### src/rtl/epp_pkg.sv
// Package: shared types for the parallel-port style register slave.
// Assumes: a single clock domain after synchronization.
package epp_pkg;
    // Controller phase: waiting for a strobe, or holding a result for the host
    typedef enum logic {
        ST_IDLE = 1'b0,
        ST_HOLD = 1'b1
    } epp_state_e;
endpackage

### src/rtl/epp_sync.sv
// Module: epp_sync
// Purpose: multi-stage synchronizer for slow asynchronous level inputs.
// Assumes: each bit is a quasi-static level; bits are independent.
module epp_sync #(
    parameter int WIDTH  = 3,
    parameter int STAGES = 2
) (
    input  logic             clk,
    input  logic             rst_n,
    input  logic [WIDTH-1:0] async_in,
    output logic [WIDTH-1:0] sync_out
);
    localparam int LAST = STAGES - 1;

    genvar b;
    generate
        for (b = 0; b < WIDTH; b++) begin : g_bit
            logic [STAGES-1:0] chain;
            // Shift the raw level through STAGES flops, cleared on reset
            always_ff @(posedge clk) begin
                if (!rst_n) chain <= '0;
                else        chain <= {chain[STAGES-2:0], async_in[b]};
            end
            assign sync_out[b] = chain[LAST];
        end
    endgenerate
endmodule

### src/rtl/epp_regfile.sv
// Module: epp_regfile
// Purpose: generic register file with one write port and one combinational read port.
// Assumes: the depth is a power of two that the address fully decodes; contents are not reset.
module epp_regfile #(
    parameter int ADDR_W = 8,
    parameter int DATA_W = 8
) (
    input  logic              clk,
    input  logic              we,
    input  logic [ADDR_W-1:0] waddr,
    input  logic [DATA_W-1:0] wdata,
    input  logic [ADDR_W-1:0] raddr,
    output logic [DATA_W-1:0] rdata
);
    localparam int DEPTH = 1 << ADDR_W;

    logic [DATA_W-1:0] mem [DEPTH];

    // Store one entry per enabled cycle
    always_ff @(posedge clk) begin
        if (we) mem[waddr] <= wdata;
    end

    // Read the selected entry without latency
    assign rdata = mem[raddr];
endmodule

### src/rtl/epp_ctrl.sv
// Module: epp_ctrl
// Purpose: strobe/ready handshake controller that owns the pointer and the read latch.
// Assumes: strobes and read-select arrive synchronized and active high; the host holds
//          read-select and the bus stable while a strobe is asserted.
module epp_ctrl
    import epp_pkg::*;
#(
    parameter int ADDR_W = 8,
    parameter int DATA_W = 8
) (
    input  logic              clk,
    input  logic              rst_n,
    input  logic              astb,
    input  logic              dstb,
    input  logic              rd,
    input  logic [DATA_W-1:0] din,
    input  logic [DATA_W-1:0] rf_rdata,
    output logic [ADDR_W-1:0] ptr,
    output logic              rf_we,
    output logic [DATA_W-1:0] dout,
    output logic              oe,
    output logic              ready
);
    localparam logic [ADDR_W-1:0] PTR_MAX = {ADDR_W{1'b1}};

    epp_state_e        state_q;
    logic [ADDR_W-1:0] ptr_q;
    logic [DATA_W-1:0] dout_q;
    logic              ready_q;
    logic              op_rd_q;
    logic              op_data_q;
    logic              any_stb;
    logic              advance;

    assign any_stb = astb | dstb;
    // Pointer advances when a data cycle's strobe is released
    assign advance = (state_q == ST_HOLD) && !any_stb && op_data_q;
    // Register file write only on an accepted data write with no address strobe
    assign rf_we   = (state_q == ST_IDLE) && !astb && dstb && !rd;

    // Accept a strobe, perform the access, hold the result until release
    always_ff @(posedge clk) begin
        if (!rst_n) begin
            state_q   <= ST_IDLE;
            ptr_q     <= '0;
            dout_q    <= '0;
            ready_q   <= 1'b0;
            op_rd_q   <= 1'b0;
            op_data_q <= 1'b0;
        end else begin
            case (state_q)
                ST_IDLE: begin
                    if (astb) begin
                        op_data_q <= 1'b0;
                        op_rd_q   <= rd;
                        if (rd) dout_q <= DATA_W'(ptr_q);
                        else    ptr_q  <= ADDR_W'(din);
                        ready_q   <= 1'b1;
                        state_q   <= ST_HOLD;
                    end else if (dstb) begin
                        op_data_q <= 1'b1;
                        op_rd_q   <= rd;
                        if (rd) dout_q <= rf_rdata;
                        ready_q   <= 1'b1;
                        state_q   <= ST_HOLD;
                    end
                end
                ST_HOLD: begin
                    if (!any_stb) begin
                        ready_q <= 1'b0;
                        if (advance) ptr_q <= ptr_q + 1'b1;
                        state_q <= ST_IDLE;
                    end
                end
                default: state_q <= ST_IDLE;
            endcase
        end
    end

    assign ptr   = ptr_q;
    assign dout  = dout_q;
    assign ready = ready_q;
    // Drive the pads only during a held read strobe
    assign oe    = (state_q == ST_HOLD) && op_rd_q && any_stb;

    AST_RESET_STATE: assert property (@(posedge clk) !rst_n |=> (ptr_q == '0 && !ready_q));
    AST_PTR_STEP: assert property (@(posedge clk) disable iff (!rst_n)
        (advance && ptr_q != PTR_MAX) |=> ptr_q == $past(ptr_q) + 1'b1);
    AST_PTR_WRAP: assert property (@(posedge clk) disable iff (!rst_n)
        (advance && ptr_q == PTR_MAX) |=> ptr_q == '0);
    AST_READY_DROP: assert property (@(posedge clk) disable iff (!rst_n)
        (ready_q && !any_stb) |=> !ready_q);
    AST_OE_READ_ONLY: assert property (@(posedge clk) disable iff (!rst_n)
        oe |-> (rd && ready_q));
    AST_BOTH_NO_WRITE: assert property (@(posedge clk) disable iff (!rst_n)
        (astb && dstb) |-> !rf_we);
endmodule

### src/rtl/epp_reg_slave.sv
// Module: epp_reg_slave (top)
// Purpose: register bus slave for a host that bit-bangs a parallel-port style handshake.
// Assumes: host strobes are active low and asynchronous; pads are split into in/out/enable.
module epp_reg_slave #(
    parameter int ADDR_W      = 8,
    parameter int DATA_W      = 8,
    parameter int SYNC_STAGES = 2
) (
    input  logic              clk,
    input  logic              rst_n,
    input  logic              host_astb_n,
    input  logic              host_dstb_n,
    input  logic              host_rd_wr_n,
    output logic              host_ready,
    input  logic [DATA_W-1:0] bus_in,
    output logic [DATA_W-1:0] bus_out,
    output logic              bus_oe
);
    localparam int CTRL_BITS = 3;

    logic [CTRL_BITS-1:0] raw_ctrl;
    logic [CTRL_BITS-1:0] sync_ctrl;
    logic [ADDR_W-1:0]    ptr;
    logic                 rf_we;
    logic [DATA_W-1:0]    rf_rdata;

    // Present the controls active high before synchronizing
    assign raw_ctrl = {~host_astb_n, ~host_dstb_n, host_rd_wr_n};

    epp_sync #(
        .WIDTH  (CTRL_BITS),
        .STAGES (SYNC_STAGES)
    ) u_sync (
        .clk      (clk),
        .rst_n    (rst_n),
        .async_in (raw_ctrl),
        .sync_out (sync_ctrl)
    );

    epp_ctrl #(
        .ADDR_W (ADDR_W),
        .DATA_W (DATA_W)
    ) u_ctrl (
        .clk      (clk),
        .rst_n    (rst_n),
        .astb     (sync_ctrl[2]),
        .dstb     (sync_ctrl[1]),
        .rd       (sync_ctrl[0]),
        .din      (bus_in),
        .rf_rdata (rf_rdata),
        .ptr      (ptr),
        .rf_we    (rf_we),
        .dout     (bus_out),
        .oe       (bus_oe),
        .ready    (host_ready)
    );

    epp_regfile #(
        .ADDR_W (ADDR_W),
        .DATA_W (DATA_W)
    ) u_rf (
        .clk   (clk),
        .we    (rf_we),
        .waddr (ptr),
        .wdata (bus_in),
        .raddr (ptr),
        .rdata (rf_rdata)
    );

    AST_OE_NEEDS_READY: assert property (@(posedge clk) disable iff (!rst_n)
        bus_oe |-> host_ready);
endmodule

### config.mk
export PLATFORM = sky130hd
export DESIGN_NAME = epp_reg_slave
export DESIGN_NICKNAME = d
export VERILOG_FILES = /design/src/rtl/epp_pkg.sv /design/src/rtl/epp_sync.sv /design/src/rtl/epp_regfile.sv /design/src/rtl/epp_ctrl.sv /design/src/rtl/epp_reg_slave.sv
export SDC_FILE = /design/constraint.sdc
export NUM_CORES = 2
export LEC_CHECK = 0
export BUFFER_PORTS_ARGS = -buffer_cell sky130_fd_sc_hd__clkbuf_2
export CORE_ASPECT_RATIO = 1.5
export CORE_MARGIN = 1
export CORE_UTILIZATION = 47
export DETAILED_ROUTE_END_ITERATION = 8
export GPL_TIMING_DRIVEN = 0
export HOLD_SLACK_MARGIN = 0.02
export PLACE_DENSITY = 0.67
export SETUP_SLACK_MARGIN = 0.2
export SLEW_MARGIN = 20
export SYNTH_ARGS = -nofsm -noshare
export SYNTH_HDL_FRONTEND = slang
export SYNTH_SLANG_ARGS = --single-unit
### constraint.sdc
create_clock -name clk -period 4.15 [get_ports clk]
set_clock_uncertainty 0.15 [all_clocks]
set_input_delay 0.415 -clock clk [delete_from_list [all_inputs] [get_ports clk]]
set_output_delay 0.415 -clock clk [all_outputs]
set_load 0.01 [all_outputs]
==> results.sh <==
export IMPL_track_usage_pct=36.0
export IMPL_end_kind="flop"
export IMPL_comb_power_share_pct=5.8
export IMPL_rr_worst_depth=9
export IMPL_worstPathRequired_ns=4.67
export IMPL_clkLatencyLatePin_ns=0.84
export IMPL_viasPerCell=7.05
export IMPL_status="finished with violations"
export IMPL_whs_ns=0.0609
export IMPL_fp_dieW_um=342
export IMPL_hold_class="in2reg"
export IMPL_core_area_um2=172000
export IMPL_cp_start_kind="flop"
export IMPL_min_period_over_period_pct=101
export IMPL_synth_edff_count=2048
export IMPL_clk_path_buf_depth=3
export IMPL_synthCells=4010
export IMPL_grt_pass1_vias=44700
export IMPL_worstPathCellList="clkbuf_2 > nor2_2 > nand2_1 > clkbuf_1 > a211oi_1 > nor3_1 > o21ai_0 > o2111a_1 > o211ai_1"
export IMPL_synthesis_nets=4029
export IMPL_post_route_min_period_ns=4.21
export IMPL_final_fill_count=13000
export IMPL_ys_flop_type="edfxtp_1"
export IMPL_ios=23
export IMPL_hold_viol_final=0
export IMPL_path_delay_family="simple AND/OR/NAND/NOR gates"
export IMPL_clock_sinks=2082
export IMPL_drt_wl_total_um=315000
export IMPL_gp_routability_congestion=1.06
export IMPL_setup_slack_ns=-0.0589
export IMPL_reg2reg_slack_ns=-0.06
export IMPL_report_power_total_mw=42.3
export IMPL_switching_share_pct=22.7
export IMPL_placed_cell_area_um2=85300
export IMPL_place_hpwl_um=207000
export IMPL_nets=4279
export IMPL_grt_overflow_total=0
export IMPL_finalSetupViolations=4
export IMPL_drv_slew=0
export IMPL_utilization_pct=53.6
export IMPL_ys_warn_count=0
export IMPL_synth_seq_area_share_pct=76.4
export IMPL_cp_slowest_cell="nor2_2"
export IMPL_hp_start="bus_in[1]"
export IMPL_violations="negative setup slack"
export IMPL_antenna_found_initial=16
export IMPL_tightest_slew_ns=1.31
export IMPL_holdPathStages=1
export IMPL_num_rows=186
export IMPL_power_frac_clock_pct=39.6
export IMPL_die_area_um2=175000
export IMPL_slew_headroom_pct=12.6
export IMPL_critPathArrivalTime_ns=4.73
export IMPL_layout_drive_gt1_share_pct=25.1
export IMPL_grt_first_pass_wirelength_um=409000
export IMPL_critPathKind="reg2reg"
export IMPL_dr_pass1_iters=6
export IMPL_clkTransAtPathRegs_ns=0.07
export IMPL_vias=47000
export IMPL_syn_area_um2=81400
export IMPL_io_buffers=22
export IMPL_internal_power_mw=32.7
export IMPL_fin_area_um2=91900
export IMPL_powerDensity_nw_per_um2=461
export IMPL_fin_tns_setup_ns=-0.123
export IMPL_reg2reg_to="u_ctrl.dout[0]"
export IMPL_worst_path_buf_inv=2
export IMPL_path_max_fanout=10
export IMPL_cts_made_buffers=179
export IMPL_max_stage_delay_ns=0.84
export IMPL_wl_per_cell_um=47.2
export IMPL_drt_iter0_markers=8705
export IMPL_synth_area_per_cell_um2=20.3
export IMPL_synth_cell_type_count=71
export IMPL_drc=0
export IMPL_pwr_share_seq_pct=54.5
export IMPL_rsz0062_at_grt="yes"
export IMPL_async_flop_share_pct=0
export IMPL_die_h_um=512
export IMPL_fmax_ghz=0.238
export IMPL_grt_start_max_net_pins=121
export IMPL_start_util_pct=47.5
export IMPL_p_leak_nw=27.7
export IMPL_antenna_left=0
export IMPL_htreeDepth=4
export IMPL_area_growth_pct=12.9
export IMPL_cts_tree="built"
export IMPL_maxCapViolations=0
export IMPL_ys_ff_latch=2082
export IMPL_regArea_um2=62200
export IMPL_ir_worst_vdd_mv=0.345
export IMPL_multi_input_area_um2=18100
export IMPL_min_to="u_rf.mem[60][1]"
export IMPL_switchingPower_mw=9.59
export IMPL_cts_root_buffer_cell="clkbuf_16"
## cells by family after synthesis
family	after synthesis	synth area share (%)
fa+ha+maj	6	0.0922
buf+inv	254	1.93
simple gates	680	3.61
mux	637	14.9
compound gates	351	3.05
flops	2082	76.4
## synthesized netlist by cell type, types with 34 or more instances
library cell / instances / share of area [%]
edfxtp_1: 2048 / 76
mux4_2: 461 / 13
nor2_1: 325 / 1.5
nand2_1: 173 / 0.80
mux2i_1: 160 / 2.0
clkbuf_1: 94 / 0.43
a21oi_1: 56 / 0.34
buf_2: 56 / 0.34
nand3_1: 47 / 0.29
buf_6: 45 / 0.62
o22ai_1: 45 / 0.35
o21ai_0: 44 / 0.27
a22oi_1: 37 / 0.34
o221ai_1: 35 / 0.38
dfxtp_1: 34 / 0.84
## per-stage QoR
step / worst slack (ns) / instances
final: -0.0589 / 6667
after global routing: 0.151 / 6657
after CTS: 0.0645 / 6656
after detailed placement: -1.68 / 6321
after global placement: -1.93 / 6288
after floorplan: 1.41 / 4010
## how the worst max path moves through the flow
stage,from,endpoint,slack [ns],cells past startpoint
global placement,flop,u_ctrl.dout[0],-1.93,9
global route,flop,u_ctrl.dout[0],0.15,10
detailed placement,flop,u_ctrl.dout[7],-1.68,11
finish,flop,u_ctrl.dout[0],-0.06,9
CTS,flop,u_ctrl.dout[7],0.06,9
floorplan,u_ctrl.state_q,u_rf.mem[221][0],1.41,6
## power by group through the flow
stage | registers, mW | clock network, mW | logic (mW)
global placement | 23.7 | 0 | 2.17
finish | 23.1 | 16.8 | 2.46
global route | 23.1 | 17.3 | 2.40
CTS | 23.1 | 16.6 | 2.33
detailed placement | 23.6 | 0 | 2.26
floorplan | 23.6 | 0 | 0.886
## placed cells by master, fill, tap and decap left out, types with 35 or more instances in the layout
master | synthesis | layout
nand2_1 | 173 | 169
clkbuf_1 | 94 | 68
clkbuf_2 | 0 | 58
a22oi_1 | 37 | 37
mux2i_1 | 160 | 159
nor2_2 | 0 | 63
a21oi_1 | 56 | 53
clkinv_1 | 3 | 44
o22ai_1 | 45 | 42
clkbuf_16 | 0 | 180
o21ai_0 | 44 | 40
mux4_2 | 461 | 461
buf_6 | 45 | 61
nor2_1 | 325 | 261
nand3_1 | 47 | 42
buf_4 | 32 | 47
o221ai_1 | 35 | 35
edfxtp_1 | 2048 | 2048
## state kept, by name, indices dropped and copies added (netlist names), named ones only
register            flops
u_sync.g_bit.chain      6
u_ctrl.dout             8
u_ctrl.ptr              8
u_ctrl.ready            1
u_ctrl.op_rd_q          1
u_ctrl.state_q          1
u_rf.mem             2048
u_ctrl.op_data_q        1
## repair_timing
item / 4_1_cts / 5_1_grt
setup endpoints to repair: 813 / 225
buffers inserted: 3 / 0
pin swaps: 7 / 3
endpoints found under the hold margin: 313 / 0
hold buffers: 12 / 0
gates resized for setup: 212 / 57
## area by class of cell
type,instances,area share (%)
tap,2256,3.07
clock buffer,209,5.02
sequential,2082,67.7
antenna,11,0.0299
clock inverter,112,1.10
inverter,15,0.0708
buffer,238,2.12
timing repair buffer,70,1.21
multi-input combinational,1674,19.7
## worst reg2reg max path, stage by stage, from the launching register on
cell and delay, ns:
dfxtp_1 0.46, clkbuf_2 0.49, nor2_2 0.84, nand2_1 0.29
clkbuf_1 0.48, a211oi_1 0.64, nor3_1 0.12, o21ai_0 0.20
o2111a_1 0.27, o211ai_1 0.09
## routing by layer
| metal | vias to the layer above | global-route usage, % | routed length, um |
|---|---|---|---|
| met4 | 8 | 30.4 | 33800 |
| met3 | 1112 | 9.39 | 39000 |
| met2 | 4333 | 54.9 | 143000 |
| met5 | - | 0 | 39 |
| li1 | 17000 | - | - |
| met1 | 24500 | 42.8 | 98700 |
Power figures use the tool's default switching activity.
